`src/rtl/nseq_pkg.sv`:
```
package nseq_pkg;

    localparam int WFIELD_W = 6;
    localparam int WFIELD_N = 5;

    localparam int CB_CMD1 = 16;
    localparam int CB_COL  = 17;
    localparam int CB_ROW  = 18;
    localparam int CB_CMD2 = 19;
    localparam int CB_RD   = 20;
    localparam int CB_WR   = 21;
    localparam int CB_ZADR = 24;
    localparam int CB_RDY  = 26;
    localparam int CB_ERR  = 27;
    localparam int CB_WLO  = 28;
    localparam int CB_WHI  = 29;
    localparam int CB_HOLD = 30;
    localparam int CB_GO   = 31;

    typedef enum logic [1:0] {BC_CMD, BC_ADDR, BC_WR, BC_RD} bus_kind_e;

    typedef enum logic [3:0] {
        PH_IDLE, PH_CMD1, PH_ZADR, PH_COL, PH_ROW, PH_CMD2,
        PH_TWAIT, PH_RBWAIT, PH_DATA, PH_FIN
    } phase_e;

    typedef struct packed {
        logic       cmd1;
        logic       zadr;
        logic       col;
        logic       row;
        logic       cmd2;
        logic       rd;
        logic       wr;
        logic       quad;
        logic       hold;
        logic [7:0] op1;
        logic [7:0] op2;
    } ctl_s;

    function automatic ctl_s decode_ctl(logic [31:0] w);
        ctl_s c;
        c.cmd1 = w[CB_CMD1];
        c.zadr = w[CB_ZADR];
        c.col  = w[CB_COL];
        c.row  = w[CB_ROW];
        c.cmd2 = w[CB_CMD2];
        c.rd   = w[CB_RD];
        c.wr   = w[CB_WR];
        c.quad = w[CB_WHI] & w[CB_WLO];
        c.hold = w[CB_HOLD];
        c.op1  = w[7:0];
        c.op2  = w[15:8];
        return c;
    endfunction

    function automatic logic ph_enabled(phase_e p, ctl_s c);
        case (p)
            PH_CMD1:                     return c.cmd1;
            PH_ZADR:                     return c.zadr;
            PH_COL:                      return c.col & ~c.zadr;
            PH_ROW:                      return c.row & ~c.zadr;
            PH_CMD2, PH_TWAIT, PH_RBWAIT: return c.cmd2;
            PH_DATA:                     return c.rd ^ c.wr;
            default:                     return 1'b0;
        endcase
    endfunction

    function automatic phase_e next_phase(phase_e p, ctl_s c);
        phase_e r = PH_FIN;
        for (int i = int'(PH_FIN) - 1; i > int'(p); i--) begin
            if (ph_enabled(phase_e'(i), c)) r = phase_e'(i);
        end
        return r;
    endfunction

    function automatic logic [WFIELD_W-1:0] len_m1(logic [WFIELD_W-1:0] f);
        return (f == '0) ? '0 : f - 1'b1;
    endfunction

endpackage

```
`src/rtl/nseq_strobe.sv`:
```
module nseq_strobe
    import nseq_pkg::*;
#(
    parameter int WF = WFIELD_W
) (
    input  logic          clk,
    input  logic          rst,
    input  logic          req,
    input  bus_kind_e     kind_in,
    input  logic [7:0]    byte_in,
    input  logic [WF-1:0] t_setup,
    input  logic [WF-1:0] t_low,
    input  logic [WF-1:0] t_high,
    input  logic [WF-1:0] t_hold,
    input  logic [7:0]    dq_in,
    output logic          done,
    output logic [7:0]    rd_byte,
    output logic          cle,
    output logic          ale,
    output logic          we_n,
    output logic          re_n,
    output logic          dq_oe,
    output logic [7:0]    dq_out
);

    typedef enum logic [2:0] {TS_IDLE, TS_SETUP, TS_LOW, TS_HIGH, TS_HOLD} ts_e;

    ts_e           st;
    bus_kind_e     kind_q;
    logic [7:0]    byte_q;
    logic [WF-1:0] cnt;
    logic          active;

    always_ff @(posedge clk) begin
        if (rst) begin
            st      <= TS_IDLE;
            kind_q  <= BC_CMD;
            byte_q  <= '0;
            cnt     <= '0;
            rd_byte <= '0;
        end else begin
            case (st)
                TS_IDLE: if (req) begin
                    st     <= TS_SETUP;
                    kind_q <= kind_in;
                    byte_q <= byte_in;
                    cnt    <= len_m1(t_setup);
                end
                TS_SETUP: if (cnt == '0) begin
                    st  <= TS_LOW;
                    cnt <= len_m1(t_low);
                end else cnt <= cnt - 1'b1;
                TS_LOW: if (cnt == '0) begin
                    st  <= TS_HIGH;
                    cnt <= len_m1(t_high);
                    if (kind_q == BC_RD) rd_byte <= dq_in;
                end else cnt <= cnt - 1'b1;
                TS_HIGH: if (cnt == '0) begin
                    st  <= TS_HOLD;
                    cnt <= len_m1(t_hold);
                end else cnt <= cnt - 1'b1;
                TS_HOLD: if (cnt == '0) st <= TS_IDLE;
                         else cnt <= cnt - 1'b1;
                default: st <= TS_IDLE;
            endcase
        end
    end

    assign active = (st != TS_IDLE);
    assign done   = (st == TS_HOLD) && (cnt == '0);
    assign cle    = active && (kind_q == BC_CMD);
    assign ale    = active && (kind_q == BC_ADDR);
    assign we_n   = !((st == TS_LOW) && (kind_q != BC_RD));
    assign re_n   = !((st == TS_LOW) && (kind_q == BC_RD));
    assign dq_oe  = active && (kind_q != BC_RD);
    assign dq_out = byte_q;

    // strobes and latch enables exclusive
    a_r11_strobe_excl: assert property (@(posedge clk) disable iff (rst)
        !(!we_n && !re_n));
    a_r11_latch_excl: assert property (@(posedge clk) disable iff (rst)
        !(cle && ale));

endmodule

```
`src/rtl/nseq_phase.sv`:
```
module nseq_phase
    import nseq_pkg::*;
#(
    parameter int WF = WFIELD_W,
    parameter int AW = 32,
    parameter int DW = 32
) (
    input  logic          clk,
    input  logic          rst,
    input  logic          launch,
    input  logic [31:0]   ctl_word,
    input  logic [AW-1:0] col_addr,
    input  logic [AW-1:0] row_addr,
    input  logic [1:0]    col_m1,
    input  logic [1:0]    row_m1,
    input  logic [DW-1:0] wr_word,
    input  logic [WF-1:0] t_busy,
    input  logic          rdy,
    input  logic          done,
    input  logic [7:0]    rd_byte,
    output logic          busy,
    output logic          hold_q,
    output logic          err_q,
    output logic          req,
    output bus_kind_e     kind,
    output logic [7:0]    bus_byte,
    output logic          commit,
    output logic [DW-1:0] rd_word
);

    phase_e        ph;
    ctl_s          c;
    logic [1:0]    idx;
    logic [1:0]    last;
    logic          inflight;
    logic          bus_ph;
    logic [WF-1:0] tcnt;
    logic [4:0]    boff;

    assign boff = {idx, 3'b000};

    always_comb begin
        case (ph)
            PH_COL:  last = col_m1;
            PH_ROW:  last = row_m1;
            PH_DATA: last = c.quad ? 2'd3 : 2'd0;
            default: last = 2'd0;
        endcase
    end

    always_comb begin
        bus_ph   = 1'b1;
        kind     = BC_CMD;
        bus_byte = 8'h00;
        case (ph)
            PH_CMD1: bus_byte = c.op1;
            PH_ZADR: kind = BC_ADDR;
            PH_COL:  begin kind = BC_ADDR; bus_byte = col_addr[boff +: 8]; end
            PH_ROW:  begin kind = BC_ADDR; bus_byte = row_addr[boff +: 8]; end
            PH_CMD2: bus_byte = c.op2;
            PH_DATA: begin
                kind     = c.rd ? BC_RD : BC_WR;
                bus_byte = c.rd ? 8'h00 : wr_word[boff +: 8];
            end
            default: bus_ph = 1'b0;
        endcase
    end

    assign req    = bus_ph && !inflight;
    assign busy   = (ph != PH_IDLE);
    assign commit = (ph == PH_FIN) && c.rd && !c.wr;

    always_ff @(posedge clk) begin
        if (rst) begin
            ph       <= PH_IDLE;
            c        <= '0;
            idx      <= '0;
            inflight <= 1'b0;
            tcnt     <= '0;
            hold_q   <= 1'b0;
            err_q    <= 1'b0;
            rd_word  <= '0;
        end else begin
            case (ph)
                PH_IDLE: if (launch) begin
                    c        <= decode_ctl(ctl_word);
                    ph       <= next_phase(PH_IDLE, decode_ctl(ctl_word));
                    err_q    <= ctl_word[CB_RD] & ctl_word[CB_WR];
                    idx      <= '0;
                    inflight <= 1'b0;
                    rd_word  <= '0;
                end
                PH_TWAIT: if (tcnt == '0) ph <= next_phase(ph, c);
                          else tcnt <= tcnt - 1'b1;
                PH_RBWAIT: if (rdy) ph <= next_phase(ph, c);
                PH_FIN: begin
                    ph     <= PH_IDLE;
                    hold_q <= c.hold;
                end
                default: begin
                    if (!inflight) inflight <= 1'b1;
                    else if (done) begin
                        inflight <= 1'b0;
                        if (ph == PH_DATA && c.rd) rd_word[boff +: 8] <= rd_byte;
                        if (idx == last) begin
                            idx <= '0;
                            ph  <= next_phase(ph, c);
                        end else idx <= idx + 1'b1;
                    end
                end
            endcase
            if (ph != PH_TWAIT) tcnt <= len_m1(t_busy);
        end
    end

    // a start makes the engine busy
    a_r1_launch_busy: assert property (@(posedge clk) disable iff (rst)
        launch |=> busy);
    // the running word cannot be replaced
    a_r2_ctl_frozen: assert property (@(posedge clk) disable iff (rst)
        busy |=> $stable(c));
    // conflicting data bits raise the error flag
    a_r8_err_flag: assert property (@(posedge clk) disable iff (rst)
        (launch && ctl_word[CB_RD] && ctl_word[CB_WR]) |=> err_q);
    // no progress past the ready wait while the device is busy
    a_r10_rb_gate: assert property (@(posedge clk) disable iff (rst)
        (ph == PH_RBWAIT && !rdy) |=> (ph == PH_RBWAIT));

endmodule

```
`src/rtl/nseq_top.sv`:
```
module nseq_top
    import nseq_pkg::*;
#(
    parameter int WF = WFIELD_W,
    parameter int AW = 32
) (
    input  logic        clk,
    input  logic        rst,
    input  logic        reg_we,
    input  logic [2:0]  reg_sel,
    input  logic [31:0] reg_wdata,
    output logic [31:0] status_word,
    output logic [31:0] data_word,
    output logic        nand_ce_n,
    output logic        nand_cle,
    output logic        nand_ale,
    output logic        nand_we_n,
    output logic        nand_re_n,
    output logic [7:0]  nand_dq_out,
    output logic        nand_dq_oe,
    input  logic [7:0]  nand_dq_in,
    input  logic        nand_rb
);

    localparam int WAIT_W = WF * WFIELD_N;
    localparam logic [2:0] SEL_CTL = 3'd0, SEL_COL = 3'd1, SEL_ROW = 3'd2,
                           SEL_DAT = 3'd3, SEL_CFG = 3'd4, SEL_WAIT = 3'd5;

    logic [AW-1:0]     col_q, row_q;
    logic [31:0]       data_q;
    logic [3:0]        cfg_q;
    logic [WAIT_W-1:0] wait_q;
    logic [1:0]        rb_sync;
    logic              busy, hold_q, err_q, launch, host_ok;
    logic              req, done, commit;
    bus_kind_e         kind;
    logic [7:0]        bus_byte, rd_byte;
    logic [31:0]       rd_word;
    logic [WF-1:0]     wf [WFIELD_N];

    assign host_ok = reg_we && !busy;
    assign launch  = host_ok && (reg_sel == SEL_CTL) && reg_wdata[CB_GO];

    always_ff @(posedge clk) begin
        if (rst) begin
            col_q   <= '0;
            row_q   <= '0;
            data_q  <= '0;
            cfg_q   <= '0;
            wait_q  <= '0;
            rb_sync <= '0;
        end else begin
            rb_sync <= {rb_sync[0], nand_rb};
            if (commit) data_q <= rd_word;
            else if (host_ok && reg_sel == SEL_DAT) data_q <= reg_wdata;
            if (host_ok) begin
                case (reg_sel)
                    SEL_COL:  col_q  <= AW'(reg_wdata);
                    SEL_ROW:  row_q  <= AW'(reg_wdata);
                    SEL_CFG:  cfg_q  <= reg_wdata[7:4];
                    SEL_WAIT: wait_q <= reg_wdata[WAIT_W-1:0];
                    default: ;
                endcase
            end
        end
    end

    generate
        for (genvar g = 0; g < WFIELD_N; g++) begin : g_wf
            assign wf[g] = wait_q[g*WF +: WF];
        end
    endgenerate

    nseq_phase #(.WF(WF), .AW(AW), .DW(32)) u_phase (
        .clk      (clk),
        .rst      (rst),
        .launch   (launch),
        .ctl_word (reg_wdata),
        .col_addr (col_q),
        .row_addr (row_q),
        .col_m1   (cfg_q[1:0]),
        .row_m1   (cfg_q[3:2]),
        .wr_word  (data_q),
        .t_busy   (wf[4]),
        .rdy      (rb_sync[1]),
        .done     (done),
        .rd_byte  (rd_byte),
        .busy     (busy),
        .hold_q   (hold_q),
        .err_q    (err_q),
        .req      (req),
        .kind     (kind),
        .bus_byte (bus_byte),
        .commit   (commit),
        .rd_word  (rd_word)
    );

    nseq_strobe #(.WF(WF)) u_strobe (
        .clk     (clk),
        .rst     (rst),
        .req     (req),
        .kind_in (kind),
        .byte_in (bus_byte),
        .t_setup (wf[2]),
        .t_low   (wf[0]),
        .t_high  (wf[1]),
        .t_hold  (wf[3]),
        .dq_in   (nand_dq_in),
        .done    (done),
        .rd_byte (rd_byte),
        .cle     (nand_cle),
        .ale     (nand_ale),
        .we_n    (nand_we_n),
        .re_n    (nand_re_n),
        .dq_oe   (nand_dq_oe),
        .dq_out  (nand_dq_out)
    );

    assign nand_ce_n = !(busy || hold_q);
    assign data_word = data_q;

    always_comb begin
        status_word          = '0;
        status_word[CB_GO]   = busy;
        status_word[CB_HOLD] = hold_q;
        status_word[CB_ERR]  = err_q;
        status_word[CB_RDY]  = rb_sync[1];
    end

    // a strobe only with the device selected
    a_r7_ce_strobe: assert property (@(posedge clk) disable iff (rst)
        (!nand_we_n || !nand_re_n) |-> !nand_ce_n);
    // data register frozen while running, except the read commit
    a_r2_data_frozen: assert property (@(posedge clk) disable iff (rst)
        (busy && !commit) |=> $stable(data_q));

endmodule

```
`config.mk`:
```
export PLATFORM = sky130hd
export DESIGN_NAME = nseq_top
export DESIGN_NICKNAME = d
export VERILOG_FILES = /design/src/rtl/nseq_pkg.sv /design/src/rtl/nseq_strobe.sv /design/src/rtl/nseq_phase.sv /design/src/rtl/nseq_top.sv
export SDC_FILE = /design/constraint.sdc
export NUM_CORES = 1
export LEC_CHECK = 0
export BUFFER_PORTS_ARGS = -buffer_cell sky130_fd_sc_hd__clkbuf_2
export CORE_MARGIN = 2
export CORE_UTILIZATION = 45
export DETAILED_ROUTE_END_ITERATION = 8
export GPL_TIMING_DRIVEN = 0
export PLACE_DENSITY = 0.7
export SLEW_MARGIN = 5
export SYNTH_ARGS = -nofsm -noshare
export SYNTH_HDL_FRONTEND = slang
export SYNTH_SLANG_ARGS = --single-unit
```
`constraint.sdc`:
```
create_clock -name clk -period 2.4 [get_ports clk]
set_input_delay 0 -clock clk [delete_from_list [all_inputs] [get_ports clk]]
set_output_delay 0 -clock clk [all_outputs]
set_load 0.02 [all_outputs]
```
After elaboration in Yosys (flattened, before gate mapping)
Cells that the tools add are included.

storage, ports and cells
  memories kept = 0
  memory bits (writable) = 0
  input port bits = 47
  bits in registers = 231
  output and inout bits = 78
  ROM bits = 0
  bits in latches = 0

cells by class
  equal/unequal tests = 33
  add/sub/neg operators = 9
  shift operators = 5
  divide/modulo/power cells = 0
  mux-type cells = 286
  multipliers = 0
  bitwise logic cells = 11
  $lt $le $gt $ge = 8
  reductions and logical operators = 61

operator list
  cell                    count
  $mux 4                  95
  $mux 32                 6
  $mux 1                  151
  $shiftx 32x6->8         3
  $mux 6                  13
  $pmux 32 s2             1
  $logic_not 6->1         7
  $sub 6x1->6 const B     7
  $pmux 8 s5              1
  $bwmux 32               1
  $shift 8x7->32 const A  1
  $shiftx 8x7->32         1
  $pmux 6 s5              1
  $reduce_bool 5->1       4
  $eq 4x3->1 const B      4
  $gt 3x4->1 const A      4
  $pmux 4 s4              1
  $reduce_and 2->1        8
  $mux 3                  5
  $pmux 3 s5              1
  $logic_and 1x1->1       14
  $eq 3x2->1 const B      4
  $ne 2x2->1 const B      6
  $mux 2                  5
  other kinds (37)        69

Depth between registers and ports, before layout
Gate-level depths: netlist of run 1.

  depth in word-level cells = 46
  depth in mapped cells = 9
  depth with buffers taken out = 8

By module
From an unflattened synthesis of run 1, not the netlist that was laid out.

unflattened totals
  cells, all modules = 1436
  area, all modules = 12079.1 µm²

modules (own cells, without submodules)
  module       times used  seq. area each (µm²)  area an instance (µm²)  cells an instance
  nseq_top     1           2642.5                5784.3                  667
  nseq_phase   1           1441.4                4376.7                  517
  nseq_strobe  1           540.5                 1918.1                  252

Worst setup path after synthesis of run 1
No wires, ideal clock.

  path type = flip-flop to flip-flop
  start point = register u_phase.idx[0]
  end point = register u_phase.rd_word[7]
  library setup time = 0.070 ns
  cell stages (with the launch flop) = 7
  arrival = 2.168 ns
  slack = 0.161 ns
  path through = dfxtp_1 > buf_2 > clkinv_1 > ha_1 > nor4b_1 > nand3_1 > a21oi_1

between the ends
  cells in the longest elaborated chain, start to end = 7
  elaborated cells on any way between the ends = 8
  classes of those cells = 1 x add/sub; 2 x shift; 5 x mux

ends and longest elaborated chain
  what                                               line               RTL
  start: declaration                                 nseq_phase.sv:33   logic [1:0] idx;
  start signal: assignment                           nseq_phase.sv:108  end else idx <= idx + 1'b1;
  $neg 5->7 *                                        nseq_phase.sv:104  if (ph == PH_DATA && c.rd) rd_word[boff +: 8] <= rd_byte;
  $shiftx 8x7->32 or $shift 8x7->32 (tied branches)  nseq_phase.sv:104
  $bwmux 32 *                                        nseq_phase.sv:104
  $mux 32 *                                          nseq_phase.sv:104
  $mux 32 *                                          nseq_phase.sv:102  else if (done) begin
  $mux 32 *                                          nseq_phase.sv:101  if (!inflight) inflight <= 1'b1;
  $pmux 32 s2 *                                      nseq_phase.sv:84   case (ph)
  end signal: indexed assignment                     nseq_phase.sv:104
  end: declaration                                   nseq_phase.sv:28   output logic [DW-1:0] rd_word

Every way passes the cells marked *; elsewhere a longest branch is shown, timed or not. The select of a mux whose other input is x is not followed.
A chain may end at the register's enable or synchronous reset.

Worst setup path after layout of run 1
  start point = register u_phase.idx[0]
  end point = register u_strobe.byte_q[4] (netlist: u_strobe.dq_out[4])

between the ends
  cells in the longest elaborated chain, start to end = 3
  elaborated cells on any way between the ends = 5
  classes of those cells = 3 x shift; 2 x mux

ends and longest elaborated chain
  what                    line               RTL
  $shiftx 32x6->8         nseq_phase.sv:63   bus_byte = c.rd ? 8'h00 : wr_word[boff +: 8];
  $mux 8                  nseq_phase.sv:63
  $pmux 8 s5 *            nseq_phase.sv:55   case (ph)
  end signal: assignment  nseq_strobe.sv:46  byte_q <= byte_in;
  end: declaration        nseq_strobe.sv:30  logic [7:0] byte_q;

Every way passes the cells marked *; elsewhere a longest branch is shown, timed or not.

==> flow_summary.ini, run 1 <==
[sta]
worstMarginPinSlew_ns = 0.949
skew_ns = 0.0106
slew_headroom_pct = 36.7
finalCriticalPeriod_ns = 2.42
maxSlewViolCount = 0
max_freq_ghz = 0.414
setup_viol = 1
rsz0062_at_grt = yes
worst_slack_ns = -0.0156
timing.final.crit_share_pct = 101
hold_viol = 0

[detailed_routing]
vias_per_cell = 5.77
vias = 11200
drt-total-wl_mm = 40.0
drt_drc_violations_left = 0
wire_per_inst_um = 20.6
ant_nets = 0
drtIter0Drc = 1186
drtPass1Iterations = 8

[clock_tree]
clock-sinks = 231
cts_tree = built
numCtsBuffers = 25
clkLatencyLatePin_ns = 0.53
cts_max_path_buffers = 3
cts-htree-levels = 1
path_clk_slew_ns = 0.06
root_buffer = clkbuf_16

[critical_path]
worstPathArrival_ns = 2.83
cp-start-kind = flop
cp_data_required_time_ns = 2.82
path_max_fanout = 10
crit_path_end_kind = flop
worstSetupPathType = reg -> reg
worstReg2RegStart = u_phase.idx[0]$_SDFFE_PP0P_
startpoint = u_phase.idx[0]$_SDFFE_PP0P_

[place]
gp_congestion = 0.975
place_area_sq_mm = 0.0125
io_buffers = 95
hpwl_mm = 29.0

[synth]
synthTopCellsByArea = dfxtp_1, nand2_1, a21oi_1
syn-cell-area_sq_mm = 0.0115
synth_ff_type = dfxtp_1
ys_ff_latch = 231
yosys.area.top_type = dfxtp_1
ys_warn_count = 0
synth_cells = 1393
synth_edf_count = 0
ys_seq_area_share_pct = 40.2
async_flop_share_pct = 0
synth_top_area_share_pct = 40.2
synth_area_per_cell_sq_um = 8.26
synth_cell_type_count = 83

[grt]
grt_usage_pct = 29.3
grt_pass1_vias = 9967
grt-ovfl-total = 0
antenna_found_initial = 0
grt_max_degree = 14
grt_pass1_wl_mm = 59.8

[pwr]
total_power_uw = 12000
cell_internal_pwr_uw = 7660
vdd_ir_drop_max_mv = 0.542
pwr-share-seq_pct = 36.4
clkPwrFrac_pct = 31.1
p_switching_uw = 4320
p_leak_uw = 0.00512
p_per_area_mw_per_mm2 = 859
switching_share_pct = 36.0
p_comb_share_pct = 32.5

[layout]
final_nets = 1656
fill_cells = 2362
final_area_sq_mm = 0.0139
mostFrequentLayoutCell = nand2_1
drive_gt1_share_pct = 17.2
n_antenna_cell = 0
layout_common_cells = nand2_1, dfxtp_1, a21oi_1
area_growth_pct = 21.2

[outcome]
violations = setup timing
status = finished with violations

[floorplanning]
start_util_pct = 45.8
rows = 58
core-area_sq_mm = 0.0251
die_w_um = 164
die_h_um = 164
die_area_sq_mm = 0.0269
ios = 125

[worst_hold_path]
min_path_type = in -> reg
hp-start = reg_wdata[16]

[flow_run]
maxCapViolations = 0
[cell usage after synthesis, drive strengths merged, types with 17 or more instances]
| cell type | instances |
|---|---|
| buf | 71 |
| inv | 24 |
| ha | 17 |
| nor2 | 99 |
| mux4 | 24 |
| dfxtp | 231 |
| nor3 | 27 |
| a21oi | 179 |
| a211oi | 37 |
| nand2b | 29 |
| nand2 | 297 |
| nand3 | 40 |
| o21ai | 33 |
| clkbuf | 52 |
| mux2i | 53 |
[critical path: stages, from the launching register on]
cell and delay, ns:
dfxtp_1 0.43, buf_6 0.18, buf_12 0.17, mux4_2 0.53
a222oi_1 0.62, o21ai_1 0.15, a22o_1 0.22
[flip-flops by register name (all words and copies together) (netlist names)]
name / count
u_phase.c: 25
u_strobe.cnt: 6
u_strobe.dq_out: 8
row_q: 32
u_phase.ph: 4
u_phase.tcnt: 6
u_strobe.rd_byte: 8
col_q: 32
wait_q: 30
u_phase.rd_word: 32
rb_sync: 2
cfg_q: 4
u_phase.hold_q: 1
u_phase.err_q: 1
u_phase.idx: 2
u_strobe.kind_q: 2
u_phase.inflight: 1
data_word: 32
u_strobe.st: 3
[area by class of cell]
cell class,count,area (sq um),area share [%]
flip-flops and latches,231,4630,33.2
clock inverters,7,66.3,0.476
repair buffers,147,981,7.04
inverters,25,95.1,0.682
clock buffers,37,711,5.10
well taps,330,413,2.96
multi-input cells,1041,6360,45.6
plain buffers,121,682,4.89
[final timing paths]
path	endpoint	slack [ns]	depth (start not counted)
setup / recovery	u_strobe.dq_out[4]$_SDFFE_PP0P_	-0.02	6
hold / removal	col_q[16]$_SDFFE_PP0P_	0.03	3
setup reg to reg	u_strobe.dq_out[4]$_SDFFE_PP0P_	-0.02	6
hold reg to reg	rb_sync[1]$_SDFF_PP0_	0.44	1
[metal layers]
metal | track usage (%) | share of wire [%] | routed length [um]
met1 | 39.8 | 40 | 16100
met2 | 46.3 | 45 | 18100
met3 | 4.17 | 9.5 | 3790
met4 | 13.6 | 5.0 | 1990
met5 | 0 | 0 | 0
[through the flow]
step           hold WS [ns]  utilization, %  setup TNS (ns)  cells  setup WS [ns]
4_1_cts             0.00962            55.0               0   1934        0.00172
5_1_grt              0.0301            55.5          -0.217   1939        -0.0477
6_report             0.0305            55.5         -0.0156   1939        -0.0156
3_5_place_dp          0.225            49.8          -22.06   1845         -0.553
3_3_place_gp          0.209            49.8          -20.62   1845         -0.490
2_1_floorplan         0.128               -               0   1420          0.161
[repair_timing]
action / in CTS / in global routing
resized for setup: 20 / 26
hold endpoints to repair: 153 / 0
pin swaps: 4 / 5
hold buffers: 41 / 0
buffers inserted: 4 / 7
endpoints found under the setup margin: 137 / 150
[kinds of logic (layout without fill, tap and decap cells)]
kind of cell | after synthesis | after routing | share of synthesized area [%]
compound gates | 333 | 333 | 17.9
xor+xnor | 24 | 24 | 1.83
fa+ha+maj | 17 | 17 | 1.85
buf+inv | 148 | 337 | 6.41
flops | 231 | 231 | 40.2
mux | 82 | 82 | 9.80
other cells | 1 | 28 | 0.0326
simple gates | 557 | 557 | 22.0
[power by group through the flow]
stage | Sequential, uW | Combinational (uW) | Clock (uW)
4_1_cts | 4330 | 3650 | 3750
5_1_grt | 4380 | 4190 | 3900
3_3_place_gp | 4400 | 3450 | 0
6_report | 4360 | 3890 | 3730
2_1_floorplan | 4390 | 2450 | 0
3_5_place_dp | 4410 | 3480 | 0
(Power assumes the default switching activity.)
==> inputs of run 2 (changes only) <==
--- a/config.mk
+++ b/config.mk
@@ -10,7 +10,9 @@
 export CORE_UTILIZATION = 45
 export DETAILED_ROUTE_END_ITERATION = 8
 export GPL_TIMING_DRIVEN = 0
-export PLACE_DENSITY = 0.7
+export PLACE_DENSITY = 0.68
+export SETUP_SLACK_MARGIN = 0.2
+export SKIP_LAST_GASP = 1
 export SLEW_MARGIN = 5
 export SYNTH_ARGS = -nofsm -noshare
 export SYNTH_HDL_FRONTEND = slang
==> constraint.sdc (replaced) <==
create_clock -name clk -period 2.71 [get_ports clk]
set_input_delay 0 -clock clk [delete_from_list [all_inputs] [get_ports clk]]
set_output_delay 0 -clock clk [all_outputs]
set_load 0.02 [all_outputs]
==> flow_summary.ini, run 2 (synthesis gave the netlist of run 1 again) <==
[clock_tree]
cts_tree = built
clkLatencyLatePin_ns = 0.56
cts_max_path_buffers = 3
path_clk_slew_ns = 0.07
cts-htree-levels = 1
root_buffer = clkbuf_16
clock-sinks = 231
numCtsBuffers = 26

[detailed_routing]
wire_per_inst_um = 20.5
vias_per_cell = 5.74
drt-total-wl_mm = 39.8
ant_nets = 0
drtIter0Drc = 1123
drtPass1Iterations = 9
drt_drc_violations_left = 0
vias = 11100

[layout]
drive_gt1_share_pct = 16.7
area_growth_pct = 22.1
n_antenna_cell = 0
fill_cells = 2384
layout_common_cells = nand2_1, dfxtp_1, a21oi_1
final_nets = 1655
final_util_pct = 55.9
multi_input_area_sq_mm = 0.00632
mostFrequentLayoutCell = nand2_1
register_area_sq_mm = 0.00463
fin_cells = 1939

[grt]
grt_pass1_vias = 10300
grt-ovfl-total = 0
grt_usage_pct = 29.3
grt_max_degree = 15
antenna_found_initial = 0
grt_pass1_wl_mm = 59.8

[critical_path]
path_buf_inv = 2
worstSetupPathDepth = 6
cp-start-kind = flop
worstPathArrival_ns = 2.89
crit_path_cell_trace = clkbuf_4 > buf_6 > mux4_2 > a222oi_1 > o21ai_1 > a22o_1
worstSetupPathType = reg -> reg
path_max_fanout = 10
crit_family = compound AO/OA/AOI/OAI gates
ff2ff_path_depth = 6
critPathMaxStageDelay_ns = 0.57
cpMaxStageDelayCell = a222oi_1
cp_data_required_time_ns = 3.14
crit_path_end_kind = flop

[floorplanning]
ios = 125
die_h_um = 164
die_w_um = 164
start_util_pct = 45.8
die_area_sq_mm = 0.0269
rows = 58
core-area_sq_mm = 0.0251

[sta]
worstMarginPinSlew_ns = 1.03
setup_viol = 0
rsz0062_at_grt = no
worst_slack_ns = 0.251
timing.hold.ws_ns = 0.0107
maxSlewViolCount = 0
finalCriticalPeriod_ns = 2.46
hold_viol = 0
max_freq_ghz = 0.407
timing.final.crit_share_pct = 90.7
slew_headroom_pct = 31.0
skew_ns = 0.0294
final.setup.tns_ns = 0

[place]
io_buffers = 95
post-place-cells = 1845
hpwl_mm = 29.0
gp_congestion = 0.943
dpl_worst_slack_ns = -0.285

[pwr]
p_per_area_mw_per_mm2 = 791
p_leak_uw = 0.00519
vdd_ir_drop_max_mv = 0.469

[worst_hold_path]
min_path_cells = 5
min_path_type = in -> reg

[outcome]
status = completed

[flow_run]
maxCapViolations = 0
## run 2: metal layers
| metal | vias up | GRT usage [%] | wire, um |
|---|---|---|---|
| li1 | 5212 | - | - |
| met1 | 5270 | 39.9 | 16400 |
| met2 | 545 | 45.9 | 17700 |
| met3 | 102 | 5.33 | 3820 |
| met4 | 0 | 11.7 | 1840 |
| met5 | - | 0 | 0 |
## run 2: layout make-up
cell class | instances | area share, %
repair buffers | 143 | 6.83
clock inverters | 14 | 1.82
inverters | 25 | 0.677
well taps | 330 | 2.94
plain buffers | 123 | 4.69
multi-input cells | 1041 | 45.0
flip-flops and latches | 231 | 32.9
clock buffers | 32 | 5.08
## run 2: per-stage QoR
step	total power (uW)	area (sq um)
4_1_cts	11000	14000
3_5_place_dp	6970	12500
5_1_grt	11500	14000
2_1_floorplan	6060	11600
6_report	11100	14000
3_3_place_gp	6940	12500
## run 2: repair_timing
| action | in CTS | in global routing |
|---|---|---|
| setup buffers | 3 | 1 |
| gates resized for setup | 10 | 14 |
| cloned | 0 | 0 |
| pin swaps | 2 | 2 |
| hold endpoints to repair | 163 | 0 |
| hold buffers | 44 | 0 |
| setup endpoints to repair | 64 | 103 |
## run 2: worst paths after layout
check / start / end / slack (ns)
setup / recovery: u_phase.idx[0]$_SDFFE_PP0P_ / u_strobe.dq_out[4]$_SDFFE_PP0P_ / 0.25
hold / removal: reg_sel[2] / row_q[0]$_SDFFE_PP0P_ / 0.01
setup reg to reg: u_phase.idx[0]$_SDFFE_PP0P_ / u_strobe.dq_out[4]$_SDFFE_PP0P_ / 0.25
hold reg to reg: rb_sync[0]$_SDFF_PP0_ / rb_sync[1]$_SDFF_PP0_ / 0.44
## run 2: power breakdown
part / leakage, uW / switching [uW] / internal, uW
sequential: 0.00187 / 221 / 3620
clock: 0.000472 / 1500 / 2450
combinational: 0.00285 / 2120 / 1200
total: 0.00519 / 3840 / 7260
## run 2: tightest hold or removal path: cells and delay by family
family                 cells  cell delay [ns]
AND/OR/NAND/NOR            3             0.35
AO/OA/AOI/OAI              1             0.05
buffers and inverters      1             0.13
